File: config.mk
export PLATFORM = sky130hd
export DESIGN_NAME = movegen_seq
export DESIGN_NICKNAME = d
export VERILOG_FILES = /design/src/rtl/movegen_pkg.sv /design/src/rtl/ply_frame_stack.sv /design/src/rtl/movegen_seq.sv
export SDC_FILE = /design/constraint.sdc
export NUM_CORES = 2
export LEC_CHECK = 0
export BUFFER_PORTS_ARGS = -buffer_cell sky130_fd_sc_hd__buf_4
export CAP_MARGIN = 20
export CORE_UTILIZATION = 45
export DETAILED_ROUTE_END_ITERATION = 10
export PLACE_DENSITY_LB_ADDON = 0.25
export SYNTH_ARGS = -nofsm -noshare
export SYNTH_HDL_FRONTEND = slang
export SYNTH_SLANG_ARGS = --single-unit
export TNS_END_PERCENT = 5
File: constraint.sdc
create_clock -name clk -period 4.4 [get_ports clk]
set_clock_uncertainty 0.15 [all_clocks]
set_input_delay 0.66 -clock clk [delete_from_list [all_inputs] [get_ports clk]]
set_output_delay 0.66 -clock clk [all_outputs]
set_load 0.005 [all_outputs]
File: src/rtl/movegen_pkg.sv
package movegen_pkg;
    localparam int N_SQ = 64;
    localparam int SQ_W = $clog2(N_SQ);

    typedef enum logic [2:0] {
        ST_IDLE = 3'd0,
        ST_VIC  = 3'd1,
        ST_AGG  = 3'd2,
        ST_EMIT = 3'd3,
        ST_WAIT = 3'd4,
        ST_DONE = 3'd5
    } seq_state_e;

    // Everything one ply needs to resume: mask, current victim, outstanding origin.
    typedef struct packed {
        logic [N_SQ-1:0] mask;
        logic [SQ_W-1:0] victim;
        logic [SQ_W-1:0] from;
    } ply_frame_t;

    function automatic logic [N_SQ-1:0] sq_bit(input logic [SQ_W-1:0] sq);
        logic [N_SQ-1:0] b;
        b = '0;
        b[sq] = 1'b1;
        return b;
    endfunction
endpackage

File: src/rtl/ply_frame_stack.sv
module ply_frame_stack
    import movegen_pkg::*;
#(
    parameter int ENTRIES = 31,
    localparam int IDX_W = (ENTRIES > 1) ? $clog2(ENTRIES) : 1
) (
    input  logic             clk,
    input  logic             rst_n,
    input  logic             wr_en,
    input  logic [IDX_W-1:0] wr_idx,
    input  ply_frame_t       wr_data,
    input  logic [IDX_W-1:0] rd_idx,
    output ply_frame_t       rd_data
);
    ply_frame_t mem_q [ENTRIES];

    for (genvar g = 0; g < ENTRIES; g++) begin : g_entry
        always_ff @(posedge clk or negedge rst_n) begin
            if (!rst_n)
                mem_q[g] <= '0;
            else if (wr_en && (int'(wr_idx) == g))
                mem_q[g] <= wr_data;
        end
    end

    always_comb begin
        rd_data = '0;
        for (int i = 0; i < ENTRIES; i++)
            if (int'(rd_idx) == i)
                rd_data = mem_q[i];
    end
endmodule

File: src/rtl/movegen_seq.sv
module movegen_seq
    import movegen_pkg::*;
#(
    parameter int DEPTH = 32,
    localparam int DW = $clog2(DEPTH + 1),
    localparam int ENTRIES = DEPTH - 1,
    localparam int IDX_W = (ENTRIES > 1) ? $clog2(ENTRIES) : 1
) (
    input  logic             clk,
    input  logic             rst_n,
    input  logic             ply_push,
    input  logic             ply_pop,
    input  logic [N_SQ-1:0]  own_pieces,
    output logic             sel_req,
    output logic             sel_mode,
    output logic [N_SQ-1:0]  sel_mask,
    output logic [SQ_W-1:0]  sel_victim,
    input  logic             sel_ack,
    input  logic             sel_found,
    input  logic [SQ_W-1:0]  sel_square,
    output logic             mv_valid,
    input  logic             mv_ready,
    output logic [SQ_W-1:0]  mv_from,
    output logic [SQ_W-1:0]  mv_to,
    input  logic             unmake_done,
    output logic             gen_done,
    output logic [DW-1:0]    depth_o,
    output logic             stack_ovf
);
    typedef struct packed {
        seq_state_e  st;
        logic [DW-1:0] depth;
        ply_frame_t  cur;
        logic        ovf;
    } seq_reg_t;

    seq_reg_t   q, d;
    logic       stk_wr;
    ply_frame_t stk_rd;
    logic [DW-1:0] dep_m1, dep_m2;

    assign dep_m1 = q.depth - DW'(1);
    assign dep_m2 = q.depth - DW'(2);

    // Parents of the live ply only; the live frame stays in registers.
    ply_frame_stack #(.ENTRIES(ENTRIES)) u_stack (
        .clk    (clk),
        .rst_n  (rst_n),
        .wr_en  (stk_wr),
        .wr_idx (dep_m1[IDX_W-1:0]),
        .wr_data(q.cur),
        .rd_idx (dep_m2[IDX_W-1:0]),
        .rd_data(stk_rd)
    );

    always_comb begin
        d      = q;
        stk_wr = 1'b0;
        unique case (q.st)
            ST_IDLE: begin
                if (ply_push) begin
                    d.depth = DW'(1);
                    d.cur   = '0;
                    d.st    = ST_VIC;
                end
            end
            ST_VIC: begin
                if (sel_ack) begin
                    if (!sel_found) begin
                        d.st = ST_DONE;
                    end else begin
                        d.cur.victim = sel_square;
                        d.cur.mask   = q.cur.mask & ~own_pieces;
                        d.st         = ST_AGG;
                    end
                end
            end
            ST_AGG: begin
                if (sel_ack) begin
                    if (!sel_found) begin
                        d.cur.mask = q.cur.mask | sq_bit(q.cur.victim);
                        d.st       = ST_VIC;
                    end else begin
                        d.cur.from = sel_square;
                        d.st       = ST_EMIT;
                    end
                end
            end
            ST_EMIT: begin
                if (mv_ready) d.st = ST_WAIT;
            end
            ST_WAIT: begin
                if (ply_push) begin
                    if (q.depth == DW'(DEPTH)) begin
                        d.ovf = 1'b1;
                    end else begin
                        stk_wr  = 1'b1;
                        d.depth = q.depth + DW'(1);
                        d.cur   = '0;
                        d.st    = ST_VIC;
                    end
                end else if (unmake_done) begin
                    d.cur.mask = q.cur.mask | sq_bit(q.cur.from);
                    d.st       = ST_AGG;
                end
            end
            ST_DONE: begin
                if (ply_pop) begin
                    d.depth = dep_m1;
                    if (q.depth == DW'(1)) begin
                        d.st = ST_IDLE;
                    end else begin
                        d.cur = stk_rd;
                        d.st  = ST_WAIT;
                    end
                end
            end
            default: d.st = ST_IDLE;
        endcase
    end

    always_ff @(posedge clk or negedge rst_n) begin
        if (!rst_n) q <= '0;
        else        q <= d;
    end

    assign sel_req    = (q.st == ST_VIC) || (q.st == ST_AGG);
    assign sel_mode   = (q.st == ST_AGG);
    assign sel_mask   = q.cur.mask;
    assign sel_victim = q.cur.victim;
    assign mv_valid   = (q.st == ST_EMIT);
    assign mv_from    = q.cur.from;
    assign mv_to      = q.cur.victim;
    assign gen_done   = (q.st == ST_DONE);
    assign depth_o    = q.depth;
    assign stack_ovf  = q.ovf;
endmodule

Word level (Yosys, flattened, before mapping)
Index checks and enable logic that the tools add are counted.
{"block": "word_totals", "register_bits": 2442, "in_bits": 78, "output_inout_bits": 93, "elab_cells": 303}
{"block": "classes", "addsub": 3, "magnitude_cmp": 4, "eq_ne": 80, "n_mux": 66, "bitwise_logic": 4, "n_reduce_logical": 47}
{"op": "76-bit 2-to-1 mux", "count": 32}
{"op": "64-bit case mux with 5 select lines", "count": 1}
{"op": "64-bit 2-to-1 mux", "count": 4}
{"op": "85-bit 2-to-1 mux", "count": 3}
{"op": "5-bit equality test, second input constant", "count": 32}
{"op": "70-bit 2-to-1 mux", "count": 2}
{"op": "64-bit bitwise OR", "count": 2}
{"op": "5-bit by 4-bit equality test with 1-bit output, second input constant", "count": 16}
{"op": "64-bit bitwise AND", "count": 1}
{"op": "64-bit NOT", "count": 1}
{"op": "6-bit case mux with 4 select lines", "count": 2}
{"op": "5-bit by 3-bit equality test with 1-bit output, second input constant", "count": 8}
{"op": "1-bit logical AND", "count": 33}
{"op": "3-bit 2-to-1 mux", "count": 7}
{"op": "5-bit by 2-bit equality test with 1-bit output, second input constant", "count": 4}
{"op": "6-bit 2-to-1 mux", "count": 3}
{"op": "3-bit case mux with 6 select lines", "count": 1}
{"op": "6-bit case mux with 3 select lines", "count": 1}
{"op": "2-bit != test, second input constant", "count": 8}
{"op": "8-bit AND reduction", "count": 2}
{"op": "6-bit by 7-bit less-than comparator with 1-bit output, second input constant", "count": 2}
{"op": "13-bit 2-to-1 mux", "count": 1}
{"op": "1-bit demux with 6-bit select", "count": 2}
{"op": "6-bit by 1-bit >= comparator with 1-bit output, second input constant", "count": 2}
{"op": "22 further kinds", "count": 34}

Depth between registers and ports, before layout
{"block": "depth", "ltp_word": 36, "ltp_mapped": 18, "mapped_depth_nobuf": 10}

By module
From an unflattened synthesis, not the netlist that was laid out.
{"block": "unflattened", "cells_unflattened": 9311, "area_unflattened_um2": 116028.8}
{"mod": "ply_frame_stack", "n_inst": 1, "cells_each": 8349, "area_each_um2": 107712.1, "seq_area_each_um2": 58956.5}
{"mod": "movegen_seq", "n_inst": 1, "cells_each": 962, "area_each_um2": 8316.7, "seq_area_each_um2": 2152.1}

Worst setup path after synthesis
Ideal clock, no wire load.
{"block": "synth_timing", "path_kind": "register to register", "start": "register q (netlist bit depth_o[2])", "end": "register q (netlist bit sel_mask[0])", "setup_time_ns": 0.129, "t_arrival_ns": 3.415, "t_required_ns": 4.121, "setup_slack_ns": 0.706, "stages_incl_launch_ff": 17, "n_path_buf": 7, "period_less_slack_ns": 3.694, "cell_sequence": "dfrtp_1 buf_4 buf_4 inv_1 ha_1 buf_2 inv_1 buf_2 buf_2 buf_2 nor2_1 o21ai_1 clkbuf_1 nand4_1 o21bai_1 o311ai_1 nand2_1"}
{"block": "synth_between", "elab_chain_len": 36, "word_cells_on_any_way": 71, "classes_between": "1 x add/sub; 34 x eq/ne; 34 x mux; 2 x reduce/logical"}
{"element": "start: declaration", "line": "movegen_seq.sv:37", "source": "seq_reg_t q, d;"}
{"element": "start signal: assignment", "line": "movegen_seq.sv:123", "source": "if (!rst_n) q <= '0;"}
{"element": "start signal: assignment", "line": "movegen_seq.sv:124", "source": "else q <= d;"}
{"element": "5-bit by 2-bit subtractor with 5-bit output", "line": "movegen_seq.sv:43", "source": "assign dep_m2 = q.depth - DW'(2);"}
{"element": "5-bit zero test", "line": "ply_frame_stack.sv:29", "source": "if (int'(rd_idx) == i)"}
{"element": "76-bit 2-to-1 mux (31 in series)", "line": "ply_frame_stack.sv:29"}
{"element": "76-bit 2-to-1 mux", "line": "movegen_seq.sv:110", "source": "if (q.depth == DW'(1)) begin"}
{"element": "85-bit 2-to-1 mux", "line": "movegen_seq.sv:108", "source": "if (ply_pop) begin"}
{"element": "64-bit case mux with 5 select lines", "line": "movegen_seq.sv:59", "source": "unique case (q.st)"}
Parallel ways exist; a longest one is shown, timed or not. The select of a mux whose other input is x is not followed.
A chain may end at the register's enable or synchronous reset.

Final worst setup path
{"block": "layout_timing", "start": "register q (netlist bit depth_o[1])", "end": "register q (netlist bit sel_mask[42])"}
Same word-level chain as after synthesis.

==> results.py <==
metrics = {
    "run_status": {
        "status": "finished with violations",
        "violations": "setup timing",
    },
    "clock_tree": {
        "numCtsBuffers": 287,
        "cts.reportedPaths.clkPinSlew_ns": 0.07,
        "root_buffer": "clkbuf_16",
        "clock_sinks": 2442,
        "clockBufferDepth": 4,
        "htree_levels": 5,
        "worstSkewPairLatency_ns": 0.98,
        "cts_tree": "yes",
        "postCtsSetupRepairBufs": 0,
    },
    "timing": {
        "fin_tns_setup_ns": -0.3216,
        "fmax_mhz": 222.4,
        "worst_pin_slew_ns": 1.314,
        "final_hold_viol_count": 0,
        "rsz0062_at_grt": "true",
        "fin_ws_ns": -0.09543,
        "finalMaxSlewViolations": 0,
        "period_minus_slack_ns": 4.495,
        "fin_crit_sh": 1.022,
        "relSlewSlack": 0.1241,
        "finalSetupViolations": 6,
    },
    "die": {
        "rows": 185,
        "start_util": 0.4536,
        "coreArea_um2": 254600,
        "die-area_um2": 258700,
        "chipWidth_um": 508.6,
        "die_h_um": 508.6,
        "io-pin-count": 171,
    },
    "yosys": {
        "syn-cell-area_um2": 115500,
        "yosysMostFrequentCell": "dfrtp_1",
        "synth-seq-cells": 2442,
        "syn_area_per_cell_um2": 12.01,
        "synth_top_area_share": 0.5291,
        "synth_top_area_cell": "dfrtp_1",
        "syn_inst": 9618,
        "synth_nets": 9704,
        "yosys_warnings": 0,
        "synth_edf_count": 0,
        "yosysSeqAreaShare": 0.5291,
        "synth_common_cells": "dfrtp_1 (2,442), mux2_2 (2,342), clkbuf_1 (564)",
        "synth_area_leaders": "dfrtp_1 (53%), mux2_2 (23%), clkbuf_1 (1.8%)",
        "synth_cell_type_count": 100,
        "synth_top_flop_cell": "dfrtp_1",
        "async_reset_ff_frac": 1.000,
    },
    "global_route": {
        "grt_most_used_layer": "met2",
        "grt_use_met1": 0.5415,
        "grtUsageMet3": 0.1092,
        "grt_max_degree": 118,
        "grt_pass1_wl_um": 735700,
        "antenna_found_initial": 47,
        "met2_usage": 0.5863,
        "grt_pass1_vias": 90807,
        "grt-ovfl-total": 0,
        "track_usage": 0.4042,
    },
    "critical_path": {
        "end_kind": "register",
        "cp_data_required_time_ns": 5.14,
        "worstReg2RegStart": "depth_o[1]",
        "critPathKind": "register to register",
        "crit_fanout": 15,
        "crit_start": "depth_o[1]",
        "crit_path_start_kind": "register",
        "worstPathArrival_ns": 5.24,
    },
    "power": {
        "p_per_area_nw_per_um2": 649.4,
        "p_total_mw": 87.76,
        "power_leakage_nw": 64.07,
        "vdd_drop_max_mv": 0.5409,
    },
    "run": {
        "cap_violations": 0,
    },
    "detailed_routing": {
        "routed_wirelength_um": 528600,
        "vias": 92715,
        "drc_errors": 0,
        "vias_per_cell": 6.855,
        "wl_per_cell_um": 39.08,
        "final_antenna_net_count": 0,
        "drtIter0Drc": 12645,
        "firstDrtPassIters": 7,
    },
    "min_path": {
        "min_from": "sel_square[5]",
        "hp-class": "input pin to register",
    },
    "place": {
        "gp_congestion": 0.9833,
        "io_buffers": 170,
        "hpwl_um": 372600,
    },
    "final_layout": {
        "drive_gt1_frac": 0.4012,
        "fillers": 21729,
        "areaGrowthSynthToFinish_pct": 17.00,
        "nets": 10033,
    },
}
## power breakdown
group / switching (mW) / total [mW] / internal (mW) / leakage [nW]
sequential: 1.27 / 24.7 / 23.4 / 34.0
combinational: 28.4 / 39.5 / 11.1 / 25.6
clock: 9.72 / 23.6 / 13.9 / 4.48
total: 39.4 / 87.8 / 48.4 / 64.1
## cells by family after synthesis
kind of cell,synth area share
compound gates,0.1414
xor+xnor,0.0007367
fa+ha+maj,0.0008666
buf+inv,0.04228
flops,0.5291
mux,0.2288
simple gates,0.05689
## final cells by class
class / instances / area (µm²) / area share
multi-input combinational: 6101 / 50310 / 0.3722
clock inverter: 62 / 680.7 / 0.005037
sequential: 2442 / 61140 / 0.4524
tap: 3366 / 4212 / 0.03116
clock buffer: 422 / 8407 / 0.06221
inverter: 30 / 112.6 / 0.0008333
antenna: 18 / 45.04 / 0.0003333
timing repair buffer: 1085 / 10230 / 0.07573
## cells in the final DEF (no fill, tap or decap), types with 37 or more instances in the layout
cell and instances:
nor3_1 104, clkbuf_1 70, nand4_1 51, buf_4 910, o22a_1 42, dfrtp_1 2414, nor2_4 39, a211o_1 38
nor2_1 401, a21oi_1 408, or3_1 39, o21ai_0 393, clkinv_2 37, a31oi_1 53, a221oi_1 186, and3_1 40
nand2_1 394, mux2_2 2342, a22oi_1 117, a211oi_1 76, clkbuf_16 293, a221o_1 71, clkbuf_8 59, o211ai_1 87
nand3_1 118, buf_12 164, a2111oi_0 39, o221ai_1 109, o22ai_1 319
## per-stage QoR
step           instances  worst slack (ns)  area (µm²)  hold WS [ns]  utilization
6_report           13526          -0.09543      135100       0.06669       0.5308
3_5_place_dp       13020           -0.6657      125900        0.3373       0.4944
3_3_place_gp       13011           -0.8570      125800        0.3305       0.4940
5_1_grt            13510           -0.1218      135100       0.04937       0.5306
2_1_floorplan       9618            0.7057      115500        0.2144            -
4_1_cts            13507           -0.1185      135000       0.03273       0.5304
## critical path: stages (launching register included)
cell and delay, ns:
dfrtp_1 0.39, buf_4 0.23, buf_4 0.20, or3_1 0.53, and3_1 0.37, o21ai_4 0.55, buf_4 0.34, o22ai_1 0.13
o21ai_0 0.51, a21oi_1 0.36, a21oi_1 0.47, a31o_2 0.21
## metal layers
metal,vias up,wire length [µm]
met2,5738,226500
met5,-,194
li1,36522,-
met1,49095,210300
met3,1330,55610
met4,30,36000
## what timing repair did
action                                  in CTS  in global routing
hold endpoints to repair                    69                  0
endpoints found under the setup margin       7                 44
hold buffers                                 3                  0
gates resized for setup                     10                 13
pin swaps                                    0                  2
## final timing paths
check                                      end  slack, ns  depth (start not counted)
max reg2reg                       sel_mask[42]       -0.1                         11
min in group asynchronous   u_stack.mem_q[332]       0.08                          2
min                                   mv_to[5]       0.07                          5
min reg2reg                u_stack.mem_q[1610]       0.35                          1
max                               sel_mask[42]       -0.1                         11
max in group asynchronous   u_stack.mem_q[458]       2.37                          4
## flip-flops by register name, indices dropped and copies added (netlist names)
name and flops:
depth_o 6, mv_from 6, mv_to 6, q 3, sel_mask 64, stack_ovf 1
u_stack.mem_q 2356
No activity file was read; power rests on OpenSTA's default activity.
